===== config.mk =====
export PLATFORM = sky130hd
export DESIGN_NAME = grp_buf_ctl
export DESIGN_NICKNAME = d
export VERILOG_FILES = /design/src/rtl/gbc_pkg.sv /design/src/rtl/gbc_dir_reg.sv /design/src/rtl/gbc_en_fsm.sv /design/src/rtl/grp_buf_ctl.sv
export SDC_FILE = /design/constraint.sdc
export NUM_CORES = 1
export LEC_CHECK = 0
export BUFFER_PORTS_ARGS = -buffer_cell sky130_fd_sc_hd__buf_4
export CORE_AREA = 4 4 41 43
export CTS_BUF_LIST = sky130_fd_sc_hd__clkbuf_4 sky130_fd_sc_hd__clkbuf_8
export CTS_CLUSTER_DIAMETER = 100
export DETAILED_ROUTE_END_ITERATION = 6
export DIE_AREA = 0 0 45 47
export GPL_TIMING_DRIVEN = 0
export PLACE_DENSITY_LB_ADDON = 0.05
export SYNTH_ARGS = -nofsm -noshare
export SYNTH_HDL_FRONTEND = slang
export SYNTH_SLANG_ARGS = --single-unit

===== constraint.sdc =====
create_clock -name clk -period 1 [get_ports clk]
set_input_delay 0.15 -clock clk [delete_from_list [all_inputs] [get_ports clk]]
set_output_delay 0.15 -clock clk [all_outputs]
set_load 0.02 [all_outputs]

===== src/rtl/gbc_pkg.sv =====
package gbc_pkg;

    typedef enum logic [1:0] {
        GS_RX_IDLE = 2'd0,
        GS_HELD    = 2'd1,
        GS_OPEN    = 2'd2
    } gbc_state_t;

    localparam int unsigned NUM_PORTS  = 4;
    localparam int unsigned TRI_BIT    = 7;

    // direction bit position per port: A, B, C-high, C-low
    function automatic int unsigned dir_pos(input int unsigned port);
        case (port)
            0:       return 4;
            1:       return 1;
            2:       return 3;
            default: return 0;
        endcase
    endfunction

endpackage


===== src/rtl/gbc_dir_reg.sv =====
module gbc_dir_reg #(
    parameter int unsigned DATA_W = 8,
    parameter int unsigned PORTS  = 4
) (
    input  logic              clk,
    input  logic              rst_n,
    input  logic              load,
    input  logic [DATA_W-1:0] cfg,
    output logic [PORTS-1:0]  drive_out
);
    import gbc_pkg::*;

    for (genvar p = 0; p < PORTS; p++) begin : g_port
        localparam int unsigned POS = dir_pos(p);
        always_ff @(posedge clk or negedge rst_n) begin
            if (!rst_n) begin
                drive_out[p] <= 1'b0;
            end else if (load) begin
                drive_out[p] <= ~cfg[POS];
            end
        end
    end

endmodule


===== src/rtl/gbc_en_fsm.sv =====
module gbc_en_fsm (
    input  logic clk,
    input  logic rst_n,
    input  logic hit,
    input  logic tri_flag,
    input  logic perm_en,
    output logic buf_en
);
    import gbc_pkg::*;

    gbc_state_t state_q;
    gbc_state_t state_d;

    always_comb begin
        state_d = state_q;
        unique case (state_q)
            GS_RX_IDLE, GS_HELD, GS_OPEN: begin
                if (hit) begin
                    state_d = tri_flag ? GS_HELD : GS_OPEN;
                end
            end
            default: state_d = GS_RX_IDLE;
        endcase
    end

    always_ff @(posedge clk or negedge rst_n) begin
        if (!rst_n) begin
            state_q <= GS_RX_IDLE;
        end else begin
            state_q <= state_d;
        end
    end

    always_comb begin
        buf_en = perm_en;
        unique case (state_q)
            GS_OPEN:             buf_en = 1'b1;
            GS_RX_IDLE, GS_HELD: buf_en = perm_en;
            default:             buf_en = perm_en;
        endcase
    end

endmodule


===== src/rtl/grp_buf_ctl.sv =====
module grp_buf_ctl #(
    parameter int unsigned ADDR_W         = 5,
    parameter int unsigned GROUP_IDX      = 0,
    parameter int unsigned REGS_PER_GROUP = 4,
    parameter int unsigned CTL_SLOT       = 3
) (
    input  logic              clk,
    input  logic              rst_n,
    input  logic              wr_en,
    input  logic [ADDR_W-1:0] wr_addr,
    input  logic [7:0]        wr_data,
    input  logic              perm_en,
    output logic              drv_a,
    output logic              drv_b,
    output logic              drv_chi,
    output logic              drv_clo,
    output logic              buf_en
);
    import gbc_pkg::*;

    localparam int unsigned CTL_OFFSET = GROUP_IDX * REGS_PER_GROUP + CTL_SLOT;
    localparam logic [ADDR_W-1:0] CTL_ADDR = ADDR_W'(CTL_OFFSET);

    logic                 hit;
    logic [NUM_PORTS-1:0] drive_vec;

    assign hit = wr_en && (wr_addr == CTL_ADDR);

    gbc_dir_reg #(
        .DATA_W (8),
        .PORTS  (NUM_PORTS)
    ) u_dir (
        .clk       (clk),
        .rst_n     (rst_n),
        .load      (hit && wr_data[TRI_BIT]),
        .cfg       (wr_data),
        .drive_out (drive_vec)
    );

    gbc_en_fsm u_fsm (
        .clk      (clk),
        .rst_n    (rst_n),
        .hit      (hit),
        .tri_flag (wr_data[TRI_BIT]),
        .perm_en  (perm_en),
        .buf_en   (buf_en)
    );

    assign drv_a   = drive_vec[0];
    assign drv_b   = drive_vec[1];
    assign drv_chi = drive_vec[2];
    assign drv_clo = drive_vec[3];

endmodule


==> results of run 1 <==
[final timing paths]
| kind | startpoint | to | slack, ps | cells past startpoint |
|---|---|---|---|---|
| setup / recovery | u_fsm.state_q[1] | buf_en | -60 | 2 |
| hold / removal | wr_data[0] | u_dir.drive_out[3] | 80 | 2 |
| setup reg to reg | u_fsm.state_q[0] | u_fsm.state_q[0] | 80 | 2 |
| hold reg to reg | u_dir.drive_out[1] | u_dir.drive_out[1] | 520 | 2 |
| max in group asynchronous | rst_n | u_fsm.state_q[1] | 630 | 2 |
| min in group asynchronous | rst_n | u_dir.drive_out[3] | 250 | 2 |
[per-layer routing]
metal / GRT usage (%) / wire length, um / up-vias
li1: - / - / 135
met4: 3.509 / 0 / 0
met1: 9.281 / 275 / 116
met2: 11.30 / 313 / 21
met5: 0 / 0 / -
met3: 3.448 / 77 / 0
[cell type report]
type                    instances  area (um^2)
plain buffers                   1        11.26
clock buffers                   3        22.52
fillers                       142        803.3
inverters                       5        18.77
multi-input cells              13        112.6
flip-flops and latches          6        150.1
well taps                      15        18.77
repair buffers                 21        163.9
[metrics by stage]
step	cell area, um^2	hold slack, ps	setup WS [ps]
2_1_floorplan	292.8	-145.6	28.28
3_3_place_gp	446.7	-40.25	-124.1
3_5_place_dp	446.7	-39.93	-178.9
4_1_cts	498.0	72.84	-77.73
5_1_grt	498.0	77.96	-104.0
6_report	498.0	81.08	-62.53
[cells in the final DEF (no fill, tap or decap)]
cell	synthesis	layout
sky130_fd_sc_hd__a211oi_2	1	1
sky130_fd_sc_hd__dfrtp_1	6	6
sky130_fd_sc_hd__clkbuf_4	0	3
sky130_fd_sc_hd__a221oi_1	1	1
sky130_fd_sc_hd__inv_1	5	5
sky130_fd_sc_hd__and4bb_1	1	1
sky130_fd_sc_hd__mux2i_1	4	4
sky130_fd_sc_hd__and2b_2	1	1
sky130_fd_sc_hd__buf_4	0	19
sky130_fd_sc_hd__nor2b_1	1	1
sky130_fd_sc_hd__dlygate4sd3_1	0	1
sky130_fd_sc_hd__and3_1	1	1
sky130_fd_sc_hd__a21o_1	1	1
sky130_fd_sc_hd__buf_6	1	2
sky130_fd_sc_hd__a21oi_1	2	2
[registers in the layout, indices dropped and copies added, names as in the netlist]
name and flops:
u_dir.drive_out 4, u_fsm.state_q 2
[kinds of logic after synthesis]
| logic type | count (synthesis) | synth area share [%] |
|---|---|---|
| buffers and inverters | 6 | 10.26 |
| flip-flops | 6 | 51.28 |
| multiplexers | 4 | 13.68 |
| AND/OR/NAND/NOR | 4 | 11.54 |
| AO/OA/AOI/OAI | 5 | 13.25 |
[power by group through the flow]
stage,Clock (mW),Combinational [mW],Sequential [mW]
5_1_grt,0.251,0.322,0.330
2_1_floorplan,0,0.0892,0.367
3_3_place_gp,0,0.214,0.346
6_report,0.219,0.297,0.322
3_5_place_dp,0,0.221,0.350
4_1_cts,0.231,0.302,0.323
[what timing repair did]
item | 4_1_cts | 5_1_grt
endpoints found under the setup margin | 1 | 1
pin swaps | 1 | 0
hold buffers | 1 | 0
gates resized for setup | 1 | 0
hold endpoints to repair | 6 | 0
setup buffers | 2 | 0
==> metrics.json, run 1 <==
{
  "outcome": {"value": "complete, but fails checks"},
  "violations": {"value": "setup timing"},
  "timing.fmax": {"value": 941.2, "unit": "MHz"},
  "worst_path_largest_cell_delay": {"value": 370, "unit": "ps"},
  "port_buffers": {"value": 18},
  "yosys_warnings": {"value": 0},
  "p_leak": {"value": 0.2607, "unit": "nW"},
  "hpwl_after_detailed_placement": {"value": 575, "unit": "um"},
  "timing.final.ws_setup": {"value": -62.53, "unit": "ps"},
  "combinationalPowerShare": {"value": 35.5, "unit": "%"},
  "cts_root_buf": {"value": "sky130_fd_sc_hd__clkbuf_4"},
  "worstPathArrival": {"value": 910, "unit": "ps"},
  "cts_sink_count": {"value": 6},
  "area_delta_synth_final": {"value": 70.09, "unit": "%"},
  "antenna-diode-count": {"value": 0},
  "clkLatencyLatePin": {"value": 240, "unit": "ps"},
  "crit_path_max_fanout": {"value": 2},
  "synth_common_cells": {"value": "6 x sky130_fd_sc_hd__dfrtp_1, 5 x sky130_fd_sc_hd__inv_1, 4 x sky130_fd_sc_hd__mux2i_1"},
  "grt_max_degree": {"value": 7},
  "synthTopCellsByArea": {"value": "sky130_fd_sc_hd__dfrtp_1 51%, sky130_fd_sc_hd__mux2i_1 14%, sky130_fd_sc_hd__inv_1 6.4%"},
  "powerDensity": {"value": 1682, "unit": "mW/mm^2"},
  "critical_path.slowest_cell": {"value": "sky130_fd_sc_hd__dfrtp_1"},
  "clk_transition_reported_paths": {"value": 40, "unit": "ps"},
  "antenna_found_initial": {"value": 0},
  "router_iterations_before_antenna_repair": {"value": 4},
  "tightest_slew": {"value": 253.8, "unit": "ps"},
  "synth_largest_type_area_fraction": {"value": 51.28, "unit": "%"},
  "crit_chain": {"value": "a21o_1, buf_6"},
  "tritoncts": {"value": "built"},
  "netlist.top_cell.by_area": {"value": "sky130_fd_sc_hd__dfrtp_1"},
  "core_area": {"value": 0.001301, "unit": "mm^2"},
  "count_of_antenna_violating_nets_left_after_detailed_routing": {"value": 0},
  "routed_wirelength": {"value": 666, "unit": "um"},
  "ctsHtreeMaxLevel": {"value": 1},
  "slew_headroom": {"value": 83.08, "unit": "%"},
  "worst_setup_path_end_kind": {"value": "output port"},
  "route.detailed.vias_per_inst": {"value": 4.250},
  "yosysSeqAreaShare": {"value": 51.28, "unit": "%"},
  "grt_pass1_vias": {"value": 275},
  "final-hold-violation-count": {"value": 0},
  "power.share.clock": {"value": 26.1, "unit": "%"},
  "global_route_usage_over_all_layers": {"value": 7.558, "unit": "%"},
  "worst_endpoint_required_time": {"value": 850, "unit": "ps"},
  "finClkSkew": {"value": 0.06098, "unit": "ps"},
  "layout_min_cycle_time": {"value": 1063, "unit": "ps"},
  "post_synthesis_instance_total": {"value": 25},
  "std_cell_rows": {"value": 13},
  "instances_no_fill": {"value": 64},
  "tns": {"value": -62.53, "unit": "ps"},
  "fp.dieH": {"value": 47, "unit": "um"},
  "finalWeightedCongestion": {"value": 0.5785},
  "cp-start-kind": {"value": "flip-flop"},
  "yosysMostFrequentCell": {"value": "sky130_fd_sc_hd__dfrtp_1"},
  "timing.max_cap.violations": {"value": 0},
  "setup_repair_after_global_routing_missed_its_margin": {"value": "yes"},
  "slew_viol_final": {"value": 0},
  "netlist-cell-type-count": {"value": 12},
  "drive_gt1_share": {"value": 53.06, "unit": "%"},
  "setup_viol": {"value": 1},
  "final_worst_path_period_share": {"value": 106.3, "unit": "%"},
  "finalPower": {"value": 0.8374, "unit": "mW"},
  "floorplan.die_area": {"value": 0.002115, "unit": "mm^2"},
  "dr.first_iter.drc_count": {"value": 2},
  "max-vdd-ir-drop": {"value": 0.8423, "unit": "mV"},
  "start_util": {"value": 22.50, "unit": "%"},
  "worst_hold_path_type": {"value": "input port to flip-flop"},
  "power.switching_fraction": {"value": 28.92, "unit": "%"},
  "synth_enable_flop_cells": {"value": 0},
  "cts.path.max_buffers": {"value": 2},
  "total_switching_power": {"value": 0.2422, "unit": "mW"},
  "ys.flop_type": {"value": "sky130_fd_sc_hd__dfrtp_1"},
  "synthesis.nets": {"value": 42},
  "routed_vias": {"value": 272},
  "num_io_pins": {"value": 22},
  "post_synth_instance_area": {"value": 292.8, "unit": "um^2"},
  "async_reset_ff_share": {"value": 100.0, "unit": "%"},
  "crit_family": {"value": "flip-flops"},
  "pwr-share-seq": {"value": 38.4, "unit": "%"},
  "finalNetCount": {"value": 68},
  "global_route_wire_length_before_repair": {"value": 1.104, "unit": "mm"},
  "post_synth.cell_area_avg": {"value": 11.71, "unit": "um^2"},
  "die_w": {"value": 45, "unit": "um"},
  "crit_buf_inv": {"value": 1},
  "post-route-drc-count": {"value": 0},
  "layout.core_utilization": {"value": 38.27, "unit": "%"},
  "place_inst": {"value": 58},
  "drt-wirelength-per-cell": {"value": 10.41, "unit": "um"},
  "synth_seq_cells": {"value": 6},
  "cts-buffers-inserted": {"value": 3},
  "gr-total-overflow": {"value": 0},
  "total_internal_power": {"value": 0.5952, "unit": "mW"},
  "critPathKind": {"value": "flip-flop to output port"}
}
Note: power is estimated with default switching activity, not from simulation.
==> run 2, diff against run 1 <==
ABC_AREA = 1   (was not set)
==> metrics.json, run 2 <==
{
  "outcome": {"value": "complete, but fails checks", "change": "unchanged"},
  "violations": {"value": "setup timing", "change": "unchanged"},
  "synthTopCellsByArea": {"value": "sky130_fd_sc_hd__dfrtp_1 44%, sky130_fd_sc_hd__nand2_1 12%, sky130_fd_sc_hd__nand4_1 11%", "change": "was sky130_fd_sc_hd__dfrtp_1 51%, sky130_fd_sc_hd__mux2i_1 14%, sky130_fd_sc_hd__inv_1 6.4%"},
  "fp.dieH": {"value": 47, "unit": "um", "change": "unchanged"},
  "r2r_slack": {"value": 260, "unit": "ps", "change": "was 80 ps"},
  "reg_to_reg_end": {"value": "u_fsm.state_q[1]", "change": "was u_fsm.state_q[0]"},
  "layout_top_registers": {"value": "u_dir.drive_out (4), u_fsm.state_q (2)", "change": "unchanged"},
  "place_inst": {"value": 75, "change": "was 58"},
  "place_area": {"value": 495.5, "unit": "um^2", "change": "was 446.7 um^2"},
  "synth_top_family_by_area": {"value": "simple AND/OR/NAND/NOR gates", "change": "was multiplexers"},
  "std_cell_rows": {"value": 13, "change": "unchanged"},
  "slew_viol_final": {"value": 0, "change": "unchanged"},
  "clk_transition_reported_paths": {"value": 40, "unit": "ps", "change": "about the same"},
  "grt_pass1_vias": {"value": 290, "change": "was 275"},
  "post-route-drc-count": {"value": 0, "change": "unchanged"},
  "core_area": {"value": 0.001301, "unit": "mm^2", "change": "unchanged"},
  "num_io_pins": {"value": 22, "change": "unchanged"},
  "timing.hold.worst_endpoint": {"value": "u_dir.drive_out[0]", "change": "was u_dir.drive_out[3]"},
  "tritoncts": {"value": "built", "change": "unchanged"},
  "routed_wirelength": {"value": 766, "unit": "um", "change": "was 666 um"},
  "timing.final.ws_setup": {"value": -91.73, "unit": "ps", "change": "was -62.53 ps"},
  "worstPathArrival": {"value": 940, "unit": "ps", "change": "was 910 ps"},
  "hold_crit_depth": {"value": 4, "change": "was 2"},
  "clkLatencyLatePin": {"value": 240, "unit": "ps", "change": "about the same"},
  "synthMuxAreaShare": {"value": 0, "unit": "%", "change": "was 13.68%"},
  "global_route_wire_length_before_repair": {"value": 1.269, "unit": "mm", "change": "was 1.104 mm"},
  "worst_setup_path_end_kind": {"value": "output port", "change": "unchanged"},
  "finalWeightedCongestion": {"value": 0.6786, "change": "was 0.5785"},
  "synth_common_cells": {"value": "11 x sky130_fd_sc_hd__nand2_1, 9 x sky130_fd_sc_hd__inv_1, 6 x sky130_fd_sc_hd__dfrtp_1, 6 x sky130_fd_sc_hd__nand4_1, 3 x sky130_fd_sc_hd__nand3_1", "change": "was 6 x sky130_fd_sc_hd__dfrtp_1, 5 x sky130_fd_sc_hd__inv_1, 4 x sky130_fd_sc_hd__mux2i_1"},
  "instances_no_fill": {"value": 79, "change": "was 64"},
  "drive_gt1_share": {"value": 42.19, "unit": "%", "change": "was 53.06%"},
  "max_reg_flops": {"value": 4, "change": "unchanged"},
  "worst_hold_path_type": {"value": "input port to flip-flop", "change": "unchanged"},
  "cts_sink_count": {"value": 6, "change": "unchanged"},
  "r2r_cells": {"value": 3, "change": "was 2"},
  "dr.first_iter.drc_count": {"value": 4, "change": "was 2"},
  "cts_setup_buffers": {"value": 0, "change": "was 2"},
  "adder_cell_share_of_the_synthesized_area": {"value": 0, "unit": "%", "change": "unchanged"},
  "netlist-cell-type-count": {"value": 10, "change": "was 12"},
  "synth_enable_flop_cells": {"value": 0, "change": "unchanged"},
  "cts_root_buf": {"value": "sky130_fd_sc_hd__clkbuf_4", "change": "unchanged"},
  "routed_vias": {"value": 328, "change": "was 272"},
  "cp-start-kind": {"value": "flip-flop", "change": "unchanged"},
  "slew_headroom": {"value": 85.92, "unit": "%", "change": "was 83.08%"},
  "share_of_the_synthesized_netlist_area_taken_by_xor_and_xnor_gates": {"value": 0, "unit": "%", "change": "unchanged"},
  "setup_repair_after_global_routing_missed_its_margin": {"value": "yes", "change": "unchanged"},
  "synth_area_in_compound_gates": {"value": 2.198, "unit": "%", "change": "was 13.25%"},
  "post_synth_instance_area": {"value": 341.6, "unit": "um^2", "change": "was 292.8 um^2"},
  "netlist.top_cell.by_area": {"value": "sky130_fd_sc_hd__dfrtp_1", "change": "unchanged"},
  "post_synthesis_instance_total": {"value": 42, "change": "was 25"},
  "timing.fmax": {"value": 916.0, "unit": "MHz", "change": "was 941.2 MHz"},
  "finish.instance_area": {"value": 528.0, "unit": "um^2", "change": "was 498.0 um^2"},
  "critPathKind": {"value": "flip-flop to output port", "change": "unchanged"},
  "final_cell_mix": {"value": "18 x sky130_fd_sc_hd__buf_4, 11 x sky130_fd_sc_hd__nand2_1, 8 x sky130_fd_sc_hd__inv_1", "change": "was 19 x sky130_fd_sc_hd__buf_4, 6 x sky130_fd_sc_hd__dfrtp_1, 5 x sky130_fd_sc_hd__inv_1"},
  "async_reset_ff_share": {"value": 100.0, "unit": "%", "change": "unchanged"},
  "crit_path_max_fanout": {"value": 3, "change": "was 2"},
  "max-vdd-ir-drop": {"value": 0.8978, "unit": "mV", "change": "was 0.8423 mV"},
  "yosysMostFrequentCell": {"value": "sky130_fd_sc_hd__nand2_1", "change": "was sky130_fd_sc_hd__dfrtp_1"},
  "floorplan.die_area": {"value": 0.002115, "unit": "mm^2", "change": "unchanged"},
  "gr-total-overflow": {"value": 0, "change": "unchanged"},
  "die_w": {"value": 45, "unit": "um", "change": "unchanged"},
  "grt_max_degree": {"value": 9, "change": "was 7"},
  "ctsHtreeMaxLevel": {"value": 1, "change": "unchanged"},
  "setup_viol": {"value": 1, "change": "unchanged"},
  "p_leak": {"value": 0.2978, "unit": "nW", "change": "was 0.2607 nW"},
  "area_delta_synth_final": {"value": 54.58, "unit": "%", "change": "was 70.09%"},
  "worst_endpoint_required_time": {"value": 850, "unit": "ps", "change": "about the same"},
  "route.detailed.vias_per_inst": {"value": 4.152, "change": "was 4.250"},
  "port_buffers": {"value": 18, "change": "unchanged"},
  "final_worst_path_period_share": {"value": 109.2, "unit": "%", "change": "was 106.3%"},
  "count_of_antenna_violating_nets_left_after_detailed_routing": {"value": 0, "change": "unchanged"},
  "timing.max_cap.violations": {"value": 0, "change": "unchanged"},
  "yosysSeqAreaShare": {"value": 43.96, "unit": "%", "change": "was 51.28%"},
  "post_synth.cell_area_avg": {"value": 8.133, "unit": "um^2", "change": "was 11.71 um^2"},
  "final-hold-violation-count": {"value": 0, "change": "unchanged"},
  "layout_commonest_cell": {"value": "sky130_fd_sc_hd__buf_4", "change": "unchanged"},
  "cts.path.max_buffers": {"value": 2, "change": "unchanged"},
  "synthesis.nets": {"value": 59, "change": "was 42"},
  "area_of_the_multi_input_gates": {"value": 157.7, "unit": "um^2", "change": "was 112.6 um^2"},
  "antenna-diode-count": {"value": 0, "change": "unchanged"},
  "start_util": {"value": 26.25, "unit": "%", "change": "was 22.50%"},
  "yosys_warnings": {"value": 0, "change": "unchanged"},
  "hpwl_after_detailed_placement": {"value": 651.7, "unit": "um", "change": "was 575 um"},
  "synth-simple-area-share": {"value": 43.96, "unit": "%", "change": "was 11.54%"},
  "reg2reg_from": {"value": "u_fsm.state_q[1]", "change": "was u_fsm.state_q[0]"},
  "number_of_fill_cells_in_the_layout": {"value": 143, "change": "was 142"},
  "synth_largest_type_area_fraction": {"value": 43.96, "unit": "%", "change": "was 51.28%"},
  "tightest_slew": {"value": 210.7, "unit": "ps", "change": "was 253.8 ps"},
  "finalNetCount": {"value": 83, "change": "was 68"},
  "drt-wirelength-per-cell": {"value": 9.696, "unit": "um", "change": "was 10.41 um"},
  "cts-buffers-inserted": {"value": 3, "change": "unchanged"},
  "synth_seq_cells": {"value": 6, "change": "unchanged"},
  "global_route_usage_over_all_layers": {"value": 8.845, "unit": "%", "change": "was 7.558%"},
  "router_iterations_before_antenna_repair": {"value": 2, "change": "was 4"},
  "powerDensity": {"value": 1345, "unit": "mW/mm^2", "change": "was 1682 mW/mm^2"},
  "worstHoldStart": {"value": "wr_data[4]", "change": "was wr_data[0]"},
  "antenna_found_initial": {"value": 0, "change": "unchanged"},
  "layout_min_cycle_time": {"value": 1092, "unit": "ps", "change": "was 1063 ps"},
  "sequential_cell_area": {"value": 150.1, "unit": "um^2", "change": "unchanged"},
  "tns": {"value": -91.73, "unit": "ps", "change": "was -62.53 ps"},
  "top_register": {"value": "u_dir.drive_out", "change": "unchanged"},
  "finClkSkew": {"value": 0.04577, "unit": "ps", "change": "was 0.06098 ps"},
  "ys.flop_type": {"value": "sky130_fd_sc_hd__dfrtp_1", "change": "unchanged"}
}
run 2: timing repair:
item / CTS / global route
gates resized for setup: 0 / 1
endpoints found under the hold margin: 6 / 0
setup endpoints to repair: 1 / 1
pin swaps: 0 / 1
hold buffers: 1 / 0
run 2: worst max path at each step:
stage / cells past startpoint / endpoint / start / slack (ps)
after detailed placement: 7 / u_dir.drive_out[2] / wr_addr[3] / 100
after floorplan: 1 / buf_en / u_fsm.state_q[0] / 120
after CTS: 3 / buf_en / u_fsm.state_q[1] / -100
after global routing: 3 / buf_en / u_fsm.state_q[1] / -160
final: 3 / buf_en / u_fsm.state_q[1] / -90
after global placement: 7 / u_dir.drive_out[1] / wr_addr[3] / 100
run 2: cells by family (layout without fill, tap and decap cells):
| logic type | after synthesis | in the layout |
|---|---|---|
| AO/OA/AOI/OAI | 1 | 1 |
| AND/OR/NAND/NOR | 26 | 26 |
| buffers and inverters | 9 | 31 |
| flip-flops | 6 | 6 |
run 2: metal layers:
layer,track usage [%],vias to the layer above,share of wire [%]
li1,-,183,-
met1,12.59,133,45
met2,9.887,12,41
met3,3.831,0,14
met4,7.018,0,0
met5,0,-,0
run 2: power by group:
group	internal, mW	total (mW)	switching, mW
Sequential	0.277	0.299	0.0219
Combinational	0.0958	0.199	0.103
Clock	0.135	0.212	0.0773
Total	0.508	0.710	0.202
run 2: final cells by class:
cell class | count | share of cell area (%)
inverter | 9 | 6.398
timing repair buffer | 19 | 27.49
sequential | 6 | 28.44
multi-input combinational | 27 | 29.86
clock buffer | 3 | 4.265
tap | 15 | 3.555
run 2: stage by stage:
step	hold WS, ps	setup WS [ps]	utilization, %	power, mW
floorplan	-145.6	123.0	-	0.3916
global placement	-39.46	100.8	38.08	0.4996
detailed placement	-40.81	97.14	38.08	0.5009
CTS	175.0	-98.84	40.58	0.7286
global route	194.7	-155.3	40.58	0.7731
finish	183.2	-91.73	40.58	0.7104
run 2: critical path, cell delays in order (launching register included):
cell and delay, ps:
sky130_fd_sc_hd__dfrtp_1 370, sky130_fd_sc_hd__inv_2 40, sky130_fd_sc_hd__o21bai_1 130, sky130_fd_sc_hd__buf_4 160
==> run 3, diff against run 2 <==
SYNTH_HIERARCHICAL = 1   (was not set)
==> metrics.json, run 3 <==
{
  "synthesis.nets": {"value": 61, "change": "was 59"},
  "post_synthesis_instance_total": {"value": 44, "change": "was 42"},
  "violations": {"value": "setup timing", "change": "unchanged"},
  "layout_commonest_cell": {"value": "sky130_fd_sc_hd__buf_4", "change": "unchanged"},
  "post_synth.cell_area_avg": {"value": 7.138, "unit": "um^2", "change": "was 8.133 um^2"},
  "final_worst_path_period_share": {"value": 106.9, "unit": "%", "change": "was 109.2%"},
  "grt_max_degree": {"value": 7, "change": "was 9"},
  "finalWeightedCongestion": {"value": 0.6792, "change": "was 0.6786"},
  "p_leak": {"value": 0.3165, "unit": "nW", "change": "was 0.2978 nW"},
  "max-vdd-ir-drop": {"value": 0.4520, "unit": "mV", "change": "was 0.8978 mV"},
  "slew_headroom": {"value": 84.53, "unit": "%", "change": "was 85.92%"},
  "timing.fmax": {"value": 935.3, "unit": "MHz", "change": "was 916.0 MHz"},
  "finish.instance_area": {"value": 515.5, "unit": "um^2", "change": "was 528.0 um^2"},
  "place_inst": {"value": 77, "change": "was 75"},
  "area_delta_synth_final": {"value": 64.14, "unit": "%", "change": "was 54.58%"},
  "cts_root_buf": {"value": "sky130_fd_sc_hd__clkbuf_4", "change": "unchanged"},
  "cts.path.max_buffers": {"value": 2, "change": "unchanged"},
  "synth_common_cells": {"value": "17 x sky130_fd_sc_hd__nand2_1, 11 x sky130_fd_sc_hd__inv_1, 6 x sky130_fd_sc_hd__dfrtp_1", "change": "was 11 x sky130_fd_sc_hd__nand2_1, 9 x sky130_fd_sc_hd__inv_1, 6 x sky130_fd_sc_hd__dfrtp_1, 6 x sky130_fd_sc_hd__nand4_1, 3 x sky130_fd_sc_hd__nand3_1"},
  "crit_buf_inv": {"value": 2, "change": "unchanged"},
  "power.share.clock": {"value": 29.9, "unit": "%", "change": "about the same"},
  "total_internal_power": {"value": 0.5224, "unit": "mW", "change": "was 0.5083 mW"},
  "worst_hold_path_type": {"value": "input port to flip-flop", "change": "unchanged"},
  "hold_ws": {"value": 140.1, "unit": "ps", "change": "was 183.2 ps"},
  "r2r_slack": {"value": 210, "unit": "ps", "change": "was 260 ps"},
  "clkLatencyLatePin": {"value": 240, "unit": "ps", "change": "about the same"},
  "synth_seq_cells": {"value": 6, "change": "unchanged"},
  "max_reg_flops": {"value": 4, "change": "unchanged"},
  "critPathKind": {"value": "flip-flop to output port", "change": "unchanged"},
  "instances_no_fill": {"value": 83, "change": "was 79"},
  "drt-wirelength-per-cell": {"value": 7.831, "unit": "um", "change": "was 9.696 um"},
  "post_synth_instance_area": {"value": 314.1, "unit": "um^2", "change": "was 341.6 um^2"},
  "total_switching_power": {"value": 0.1926, "unit": "mW", "change": "was 0.2021 mW"},
  "netlist.top_cell.by_area": {"value": "sky130_fd_sc_hd__dfrtp_1", "change": "unchanged"},
  "synth_enable_flop_cells": {"value": 0, "change": "unchanged"},
  "routed_vias": {"value": 325, "change": "was 328"},
  "crit_chain": {"value": "inv_2, o21bai_1, buf_4", "change": "unchanged"},
  "outcome": {"value": "complete, but fails checks", "change": "unchanged"},
  "die_w": {"value": 45, "unit": "um", "change": "unchanged"},
  "cts-buffers-inserted": {"value": 3, "change": "unchanged"},
  "ctsHtreeMaxLevel": {"value": 1, "change": "unchanged"},
  "powerDensity": {"value": 1387, "unit": "mW/mm^2", "change": "was 1345 mW/mm^2"},
  "finClkSkew": {"value": 0.05304, "unit": "ps", "change": "was 0.04577 ps"},
  "place_area": {"value": 467.9, "unit": "um^2", "change": "was 495.5 um^2"},
  "route.detailed.vias_per_inst": {"value": 3.916, "change": "was 4.152"},
  "fp.dieH": {"value": 47, "unit": "um", "change": "unchanged"},
  "timing.max_cap.violations": {"value": 0, "change": "unchanged"},
  "async_reset_ff_share": {"value": 100.0, "unit": "%", "change": "unchanged"},
  "gr-total-overflow": {"value": 0, "change": "unchanged"},
  "met2_wire_length": {"value": 286, "unit": "um", "change": "was 317 um"},
  "route.top_layer_used": {"value": "met3", "change": "unchanged"},
  "final_cell_mix": {"value": "20 x sky130_fd_sc_hd__buf_4, 17 x sky130_fd_sc_hd__nand2_1, 10 x sky130_fd_sc_hd__inv_1", "change": "was 18 x sky130_fd_sc_hd__buf_4, 11 x sky130_fd_sc_hd__nand2_1, 8 x sky130_fd_sc_hd__inv_1"},
  "timing.final.ws_setup": {"value": -69.21, "unit": "ps", "change": "was -91.73 ps"},
  "crit_path_max_fanout": {"value": 2, "change": "was 3"},
  "yosys_warnings": {"value": 6, "change": "was 0"},
  "tightest_slew": {"value": 231.9, "unit": "ps", "change": "was 210.7 ps"},
  "crit_family": {"value": "flip-flops", "change": "unchanged"},
  "top_register": {"value": "u_dir/drive_out", "change": "was u_dir.drive_out"},
  "setup_viol": {"value": 1, "change": "unchanged"},
  "layout.core_utilization": {"value": 39.62, "unit": "%", "change": "was 40.58%"},
  "post-route-drc-count": {"value": 0, "change": "unchanged"},
  "num_io_pins": {"value": 22, "change": "unchanged"},
  "core_area": {"value": 0.001301, "unit": "mm^2", "change": "unchanged"},
  "finalPower": {"value": 0.7151, "unit": "mW", "change": "was 0.7104 mW"},
  "clk_transition_reported_paths": {"value": 40, "unit": "ps", "change": "about the same"},
  "ys.flop_type": {"value": "sky130_fd_sc_hd__dfrtp_1", "change": "unchanged"},
  "dr.first_iter.drc_count": {"value": 4, "change": "unchanged"},
  "router_iterations_before_antenna_repair": {"value": 2, "change": "unchanged"},
  "hpwl_after_detailed_placement": {"value": 550.9, "unit": "um", "change": "was 651.7 um"},
  "worstPathArrival": {"value": 920, "unit": "ps", "change": "was 940 ps"},
  "yosysMostFrequentCell": {"value": "sky130_fd_sc_hd__nand2_1", "change": "unchanged"},
  "cts_sink_count": {"value": 6, "change": "unchanged"},
  "slew_viol_final": {"value": 0, "change": "unchanged"},
  "detail_route.wirelength.met1": {"value": 267, "unit": "um", "change": "was 343 um"},
  "worst_endpoint_required_time": {"value": 850, "unit": "ps", "change": "about the same"},
  "synth_largest_type_area_fraction": {"value": 47.81, "unit": "%", "change": "was 43.96%"},
  "routed_wirelength": {"value": 650, "unit": "um", "change": "was 766 um"},
  "antenna-diode-count": {"value": 0, "change": "unchanged"},
  "finalNetCount": {"value": 87, "change": "was 83"},
  "port_buffers": {"value": 18, "change": "unchanged"},
  "global_route_usage_over_all_layers": {"value": 7.484, "unit": "%", "change": "was 8.845%"},
  "layout_top_registers": {"value": "u_dir/drive_out (4), u_fsm/state_q (2)", "change": "was u_dir.drive_out (4), u_fsm.state_q (2)"},
  "drive_gt1_share": {"value": 42.65, "unit": "%", "change": "was 42.19%"},
  "netlist-cell-type-count": {"value": 9, "change": "was 10"},
  "number_of_fill_cells_in_the_layout": {"value": 155, "change": "was 143"},
  "global_route_wire_length_before_repair": {"value": 1.076, "unit": "mm", "change": "was 1.269 mm"},
  "setup_repair_after_global_routing_missed_its_margin": {"value": "yes", "change": "unchanged"},
  "worst_setup_path_end_kind": {"value": "output port", "change": "unchanged"},
  "start_util": {"value": 24.13, "unit": "%", "change": "was 26.25%"},
  "pwr-share-seq": {"value": 41.8, "unit": "%", "change": "was 42.1%"},
  "floorplan.die_area": {"value": 0.002115, "unit": "mm^2", "change": "unchanged"},
  "cp-start-kind": {"value": "flip-flop", "change": "unchanged"},
  "combinationalPowerShare": {"value": 28.3, "unit": "%", "change": "was 28.0%"},
  "yosysSeqAreaShare": {"value": 47.81, "unit": "%", "change": "was 43.96%"},
  "layout_min_cycle_time": {"value": 1069, "unit": "ps", "change": "was 1092 ps"},
  "tritoncts": {"value": "built", "change": "unchanged"},
  "std_cell_rows": {"value": 13, "change": "unchanged"},
  "worst_path_largest_cell_delay": {"value": 370, "unit": "ps", "change": "about the same"},
  "grt_pass1_vias": {"value": 305, "change": "was 290"},
  "antenna_found_initial": {"value": 0, "change": "unchanged"},
  "final-hold-violation-count": {"value": 0, "change": "unchanged"},
  "synthTopCellsByArea": {"value": "sky130_fd_sc_hd__dfrtp_1 48%, sky130_fd_sc_hd__nand2_1 20%, sky130_fd_sc_hd__inv_1 13%", "change": "was sky130_fd_sc_hd__dfrtp_1 44%, sky130_fd_sc_hd__nand2_1 12%, sky130_fd_sc_hd__nand4_1 11%"},
  "count_of_antenna_violating_nets_left_after_detailed_routing": {"value": 0, "change": "unchanged"},
  "power.switching_fraction": {"value": 26.94, "unit": "%", "change": "was 28.46%"},
  "critical_path.slowest_cell": {"value": "sky130_fd_sc_hd__dfrtp_1", "change": "unchanged"},
  "met3RoutedLength": {"value": 96, "unit": "um", "change": "was 105 um"}
}
-- run 3: changes by cell type in the layout (fill, tap and decap cells not counted) --
| cell | before | now |
|---|---|---|
| sky130_fd_sc_hd__nand2_1 | 11 | 17 |
| sky130_fd_sc_hd__nand4_1 | 6 | 0 |
| sky130_fd_sc_hd__nor2_2 | 0 | 3 |
| sky130_fd_sc_hd__buf_4 | 18 | 20 |
| sky130_fd_sc_hd__inv_1 | 8 | 10 |
| sky130_fd_sc_hd__nand2_2 | 2 | 0 |
| sky130_fd_sc_hd__nor2_4 | 2 | 0 |
| sky130_fd_sc_hd__inv_2 | 1 | 2 |
| sky130_fd_sc_hd__nand3_2 | 0 | 1 |
| sky130_fd_sc_hd__nand3_4 | 1 | 0 |
-- run 3: cell families after synthesis --
| logic type | after synthesis | share of synthesized area [%] |
|---|---|---|
| compound gates | 1 | 2.391 |
| flops | 6 | 47.81 |
| simple gates | 25 | 35.46 |
| buf+inv | 12 | 14.34 |
-- run 3: area by class of cell --
cell class	count	area, um^2	share of cell area (%)
Sequential cell	6	150.1	29.13
Timing Repair Buffer	21	160.2	31.07
Inverter	12	45.04	8.738
Tap cell	15	18.77	3.641
Multi-Input combinational cell	26	118.9	23.06
Clock buffer	3	22.52	4.369
-- run 3: repair_timing --
action / in CTS / in global routing
setup endpoints to repair: 1 / 1
pin swaps: 0 / 0
gates resized for setup: 0 / 1
endpoints found under the hold margin: 6 / 0
setup buffers: 2 / 0
hold buffers: 1 / 0
-- run 3: power groups by stage --
| stage | sequential (mW) | clock (mW) | combinational [mW] |
|---|---|---|---|
| final | 0.299 | 0.214 | 0.202 |
| after global routing | 0.304 | 0.231 | 0.224 |
| after CTS | 0.298 | 0.227 | 0.206 |
| after detailed placement | 0.304 | 0 | 0.178 |
| after global placement | 0.306 | 0 | 0.177 |
| after floorplan | 0.329 | 0 | 0.0580 |
-- run 3: worst paths after layout --
check | startpoint | end | cells after the start
setup / recovery | u_fsm/state_q[1] | buf_en | 3
setup reg to reg | u_fsm/state_q[0] | u_fsm/state_q[1] | 4
max in group asynchronous | rst_n | u_dir/drive_out[1] | 2
hold reg to reg | u_dir/drive_out[1] | u_dir/drive_out[1] | 2
min in group asynchronous | rst_n | u_fsm/state_q[0] | 2
hold / removal | wr_data[1] | u_dir/drive_out[1] | 4
-- run 3: per-layer routing --
metal  vias up  GRT usage [%]
met5         -              0
met4         0          5.263
met3         0          3.448
met2        14          11.58
met1       136          8.140
li1        175              -
-- run 3: through the flow --
stage	setup TNS [ps]	setup slack, ps
6_report	-69.21	-69.21
5_1_grt	-126.7	-126.7
4_1_cts	-86.23	-86.23
3_5_place_dp	-40.59	-10.63
3_3_place_gp	-110.9	-30.66
2_1_floorplan	0	106.8
-- run 3: worst register-to-register path: stages (launching register included) --
cell                      delay, ps
sky130_fd_sc_hd__dfrtp_1        380
sky130_fd_sc_hd__buf_4          140
sky130_fd_sc_hd__nand2_1         70
sky130_fd_sc_hd__nand3_1         70
sky130_fd_sc_hd__nand2_1         60
